===== src/rtl/xcvr_pkg.sv =====
package xcvr_pkg;

    typedef enum logic [1:0] {
        MODE_HOLD = 2'd0,
        MODE_PASS = 2'd1,
        MODE_EDGE = 2'd2
    } path_mode_e;

    // Chooses how a storage path updates this cycle.
    function automatic path_mode_e pick_mode(input logic le,
                                             input logic pclk,
                                             input logic pclk_prev);
        if (le)
            return MODE_PASS;
        else if (pclk && !pclk_prev)
            return MODE_EDGE;
        else
            return MODE_HOLD;
    endfunction

endpackage


===== src/rtl/xcvr_hold.sv =====
module xcvr_hold #(
    parameter int W = 18
) (
    input  logic         clk,
    input  logic         rst,
    input  logic         ext_drv,
    input  logic [W-1:0] ext_val,
    input  logic         own_drv,
    input  logic [W-1:0] own_val,
    output logic [W-1:0] line_val
);

    typedef struct packed {
        logic [W-1:0] hold;
    } hold_st_t;

    hold_st_t st_d, st_q;
    logic     driven;

    always_comb begin
        driven = ext_drv || own_drv;
        // outside agent wins over the block's own driver
        if (ext_drv)
            line_val = ext_val;
        else if (own_drv)
            line_val = own_val;
        else
            line_val = st_q.hold;

        st_d = st_q;
        if (driven)
            st_d.hold = line_val;
        if (rst)
            st_d = '0;
    end

    always_ff @(posedge clk) begin
        st_q <= st_d;
    end

    assert_hold_keep_R7: assert property (@(posedge clk) disable iff (rst)
        (!ext_drv && !own_drv) |=> (st_q.hold == $past(st_q.hold)));

    assert_hold_track_R7: assert property (@(posedge clk) disable iff (rst)
        (ext_drv || own_drv) |=> (st_q.hold == $past(line_val)));

    assert_ext_wins_R10: assert property (@(posedge clk) disable iff (rst)
        (ext_drv && own_drv) |-> (line_val == ext_val));

endmodule


===== src/rtl/xcvr_path.sv =====
module xcvr_path
    import xcvr_pkg::*;
#(
    parameter int W = 18
) (
    input  logic         clk,
    input  logic         rst,
    input  logic         le,
    input  logic         pclk,
    input  logic [W-1:0] din,
    output logic [W-1:0] q
);

    typedef struct packed {
        logic         pclk_prev;
        logic [W-1:0] store;
    } path_st_t;

    path_st_t   st_d, st_q;
    path_mode_e mode;

    always_comb begin
        mode = pick_mode(le, pclk, st_q.pclk_prev);
        st_d = st_q;
        st_d.pclk_prev = pclk;
        if (mode != MODE_HOLD)
            st_d.store = din;
        if (rst) begin
            st_d.pclk_prev = 1'b1;
            st_d.store     = '0;
        end
    end

    always_ff @(posedge clk) begin
        st_q <= st_d;
    end

    assign q = st_q.store;

    assert_pass_R1: assert property (@(posedge clk) disable iff (rst)
        le |=> (q == $past(din)));

    assert_hold_R2: assert property (@(posedge clk) disable iff (rst)
        (!le && !(pclk && !st_q.pclk_prev)) |=> $stable(q));

    assert_edge_load_R3: assert property (@(posedge clk) disable iff (rst)
        (!le && pclk && !st_q.pclk_prev) |=> (q == $past(din)));

endmodule


===== src/rtl/dual_bus_xcvr.sv =====
module dual_bus_xcvr #(
    parameter int W = 18
) (
    input  logic         clk,
    input  logic         rst,
    input  logic         ab_oe,
    input  logic         ba_oe_n,
    input  logic         ab_le,
    input  logic         ba_le,
    input  logic         ab_clk,
    input  logic         ba_clk,
    input  logic [W-1:0] a_in,
    input  logic         a_drv_ext,
    output logic [W-1:0] a_out,
    output logic         a_oe,
    input  logic [W-1:0] b_in,
    input  logic         b_drv_ext,
    output logic [W-1:0] b_out,
    output logic         b_oe
);

    localparam int NSIDE = 2;   // index 0 = side A / A-to-B path, 1 = side B / B-to-A path

    typedef struct packed {
        logic a_en;
        logic b_en;
    } oe_st_t;

    oe_st_t oe_d, oe_q;

    logic [NSIDE-1:0][W-1:0] ext_val, own_val, line_val, stored;
    logic [NSIDE-1:0]        ext_drv, own_drv, path_le, path_clk;

    always_comb begin
        oe_d.b_en = ab_oe;
        oe_d.a_en = !ba_oe_n;
        if (rst)
            oe_d = '0;
    end

    always_ff @(posedge clk) begin
        oe_q <= oe_d;
    end

    assign ext_val  = {b_in, a_in};
    assign ext_drv  = {b_drv_ext, a_drv_ext};
    assign own_drv  = {oe_q.b_en, oe_q.a_en};
    assign own_val  = {stored[0], stored[1]};
    assign path_le  = {ba_le, ab_le};
    assign path_clk = {ba_clk, ab_clk};

    for (genvar s = 0; s < NSIDE; s++) begin : g_side
        xcvr_hold #(.W(W)) u_hold (
            .clk      (clk),
            .rst      (rst),
            .ext_drv  (ext_drv[s]),
            .ext_val  (ext_val[s]),
            .own_drv  (own_drv[s]),
            .own_val  (own_val[s]),
            .line_val (line_val[s])
        );

        xcvr_path #(.W(W)) u_path (
            .clk  (clk),
            .rst  (rst),
            .le   (path_le[s]),
            .pclk (path_clk[s]),
            .din  (line_val[s]),
            .q    (stored[s])
        );
    end

    assign b_out = stored[0];
    assign a_out = stored[1];
    assign b_oe  = oe_q.b_en;
    assign a_oe  = oe_q.a_en;

    assert_b_en_R4: assert property (@(posedge clk) disable iff (rst)
        1'b1 |=> (b_oe == $past(ab_oe)));

    assert_a_en_R5: assert property (@(posedge clk) disable iff (rst)
        1'b1 |=> (a_oe == !$past(ba_oe_n)));

    assert_reset_R9: assert property (@(posedge clk)
        rst |=> (!a_oe && !b_oe && a_out == '0 && b_out == '0));

    assert_oe_off_update_R8: assert property (@(posedge clk) disable iff (rst)
        (ab_le && !b_oe) |=> (b_out == $past(line_val[0])));

endmodule


===== config.mk =====
export PLATFORM = sky130hd
export DESIGN_NAME = dual_bus_xcvr
export DESIGN_NICKNAME = d
export VERILOG_FILES = /design/src/rtl/xcvr_pkg.sv /design/src/rtl/xcvr_hold.sv /design/src/rtl/xcvr_path.sv /design/src/rtl/dual_bus_xcvr.sv
export SDC_FILE = /design/constraint.sdc
export NUM_CORES = 1
export LEC_CHECK = 0
export BUFFER_PORTS_ARGS = -buffer_cell sky130_fd_sc_hd__buf_2
export CAP_MARGIN = 15
export CORE_MARGIN = 2
export CORE_UTILIZATION = 49
export CTS_BUF_LIST = sky130_fd_sc_hd__clkbuf_8 sky130_fd_sc_hd__clkbuf_16
export CTS_CLUSTER_DIAMETER = 50
export DETAILED_ROUTE_END_ITERATION = 16
export PLACE_DENSITY = 0.76
export SLEW_MARGIN = 20
export SYNTH_ARGS = -nofsm -noshare
export SYNTH_HDL_FRONTEND = slang
export SYNTH_SLANG_ARGS = --single-unit
export TNS_END_PERCENT = 5

===== constraint.sdc =====
create_clock -name clk -period 1.3 [get_ports clk]
set_clock_uncertainty 0.1 [all_clocks]
set_input_delay 0.13 -clock clk [delete_from_list [all_inputs] [get_ports clk]]
set_output_delay 0.13 -clock clk [all_outputs]
set_load 0.1 [all_outputs]

==> parameters.txt <==
Parameter                              Value

Clock network
  TritonCTS clock tree    done
  CTS Root Cell    sky130_fd_sc_hd__clkbuf_8
  Clock-pin slew of the registers on the worst-case setup and hold paths    0.09 ns
  Number of clock sinks seen by CTS    76
  Worst skew pair latency    0.35 ns
  Maximum clock insertion buffer count    2
  H-Tree Depth    3
  Num CTS Buffers    9

Global route
  Initial antenna violation count    0
  All-Layer GR Usage    25.6%
  Overflow left after global routing    0
  Vias in the first global route    3478
  Largest net degree at the start of global routing    37
  First-pass GRT wire length    17.0 mm

Yosys
  Post-synthesis register bit count    76
  Post-Syn Instances    390
  Number of warning messages in the yosys log    0
  Post-synthesis net count    436
  Sequential cell area fraction in the yosys report    41.0%
  Synth Cell Area    0.00371 mm²
  Average footprint of a synthesized cell    9.51 µm²
  Count of distinct cell types in the synthesized netlist    26

Critical path
  Endpoint class of the critical path    register
  Startpoint Class    register
  Kind of critical path    register to register
  Required time of the critical path    1.42 ns
  Worst-path fanout max    10
  Arrival @ worst endpoint    1.53 ns

Finish
  FF/Latch Area    0.00153 mm²
  Commonest non-fill, non-tap cell in the layout    sky130_fd_sc_hd__dfxtp_1
  Area growth syn-to-layout    43.4%
  Fill cell count    507
  Proportion of layout cells with a drive suffix above 1    36.7%
  Area of combinational cells with multiple inputs    0.00175 mm²
  Count of antenna diodes in the layout    0
  Post-Layout Inst Area    0.00532 mm²
  Most frequent cells in the layout    sky130_fd_sc_hd__dfxtp_1 (72), sky130_fd_sc_hd__buf_12 (51), sky130_fd_sc_hd__buf_2 (45)
  Final net count    512

Drt
  Detailed-route wire length per cell    18.4 µm
  Total number of vias    3294
  Final antenna-violating net count    0
  Drt total wl    10.5 mm
  Average via count per standard cell    5.78
  Number of iterations in the first detailed-routing pass    4
  Number of violations reported at the end of detailed-routing iteration 0    167
  Post-route DRC    0

Placed design
  Number of input and output port buffers inserted    83
  GPL Wtd Cong    0.852
  Placed standard-cell area    0.00471 mm²
  Final HPWL DP    6.31 mm

Power and ir drop
  Peak VDD IR    0.760 mV
  Lkg Pwr    2.23 nW
  Total power per unit cell area    1190 mW/mm²
  Total design power    6.33 mW

STA
  Min Tclk post-route    1.40 ns
  Tightest hold margin    0.00630 ns
  Final worst path period share    108%
  Fin worst setup slack    -0.105 ns
  Setup total negative slack    -0.538 ns
  Pin slew with the least headroom to its limit    0.425 ns
  Number of hold-slack violations in the final timing report    0
  Max-slew violation count    0
  Worst-case headroom to the max-slew limit    71.5%
  Final setup fails    19
  Unrepaired setup endpoints after global routing    true
  Maximum operating frequency    0.712 GHz

Die
  Starting density of the core    50.9%
  Chip Height    91.0 µm
  Num rows    31
  Standard cell core area    0.00729 mm²
  Die outline width    91.0 µm
  Number of top-level pins    84
  Die Footprint    0.00828 mm²

Status
  Failing checks    setup timing
  Status    finished with violations

Job
  # Max-Cap Violations    0

Worst hold path
  Worst min-delay path class    input port to register
[cells by family (layout without fill, tap and decap cells)]
group                  Yosys count  in the layout  share of synthesized area, %
and+or+nand+nor                 97             97                          16.0
AOI/OAI and AO/OA              112            112                          27.0
buffers and inverters          105            186                          16.0
DFF                             76             76                          41.0
[final timing paths]
check / from / end / slack (ns) / depth (start not counted)
worst max-delay path: b_oe / g_side[1].u_path.q[11] / -0.10 / 5
worst min-delay path: b_in[4] / g_side[1].u_hold.st_q[4] / 0.006 / 3
worst max register to register: b_oe / g_side[1].u_path.q[11] / -0.10 / 5
worst min register to register: g_side[0].u_path.q[12] / g_side[0].u_path.q[12] / 0.49 / 1
[layer usage]
| metal | GRT usage [%] | wire (µm) | vias to the layer above |
|---|---|---|---|
| met3 | 4.15 | 538 | 23 |
| met5 | 0 | 0 | - |
| li1 | - | - | 1532 |
| met2 | 44.6 | 5460 | 144 |
| met1 | 30.5 | 4240 | 1595 |
| met4 | 12.1 | 248 | 0 |
[critical path, cell delays in order, from the launching register on]
cell and delay [ns]:
sky130_fd_sc_hd__dfxtp_4 0.38, sky130_fd_sc_hd__buf_12 0.13, sky130_fd_sc_hd__buf_12 0.13, sky130_fd_sc_hd__nor2b_2 0.05, sky130_fd_sc_hd__a211oi_1 0.39, sky130_fd_sc_hd__o41ai_2 0.11
[timing repair]
action	CTS	global route
cloned	0	0
setup buffers	5	0
pin swaps	12	11
resized for setup	14	20
hold buffers	21	0
hold endpoints to repair	21	0
endpoints found under the setup margin	42	49
[synth_stat cells, drive strengths merged]
cell    number  share of area [%]
nor2         1               0.10
inv         38                3.8
a32o        15                4.0
and2b       13                2.6
a2111o      21                6.4
and2        15                2.5
a211o       15                3.5
dfxtp       76                 41
buf         57                 11
o41ai       21                5.2
a211oi      22                5.3
nor3        21                2.8
a21oi       17                2.4
nor2b       45                7.6
clkbuf      10                1.0
or2          2               0.34
a21o         1               0.20
[metrics by stage]
stage | worst slack (ns) | utilization, % | instances
after floorplan | -0.151 | - | 390
after global placement | -0.00676 | 64.6 | 528
after detailed placement | -0.0485 | 64.6 | 528
after CTS | -0.0562 | 71.6 | 570
after global routing | -0.138 | 72.9 | 570
final | -0.105 | 72.9 | 570
[layout make-up]
| cell class | instances | share of cell area [%] |
|---|---|---|
| Clock buffer | 9 | 2.33 |
| Clock inverter | 7 | 1.29 |
| Inverter | 38 | 2.68 |
| Multi-Input combinational cell | 209 | 32.9 |
| Sequential cell | 76 | 28.8 |
| Tap cell | 99 | 2.33 |
| Timing Repair Buffer | 132 | 29.7 |
[sequential cells by signal, summed over array words and instances, names as in the netlist]
signal and count:
g_side.u_hold.st_q 36, a_oe 1, g_side.u_path.st_q 2, g_side.u_path.q 36
b_oe 1
[power breakdown]
group	switching [mW]	internal, mW	total [mW]
combinational	1.13	0.773	1.90
clock	0.887	0.880	1.77
sequential	0.163	2.50	2.66
No activity file was read; power rests on OpenSTA's default activity.
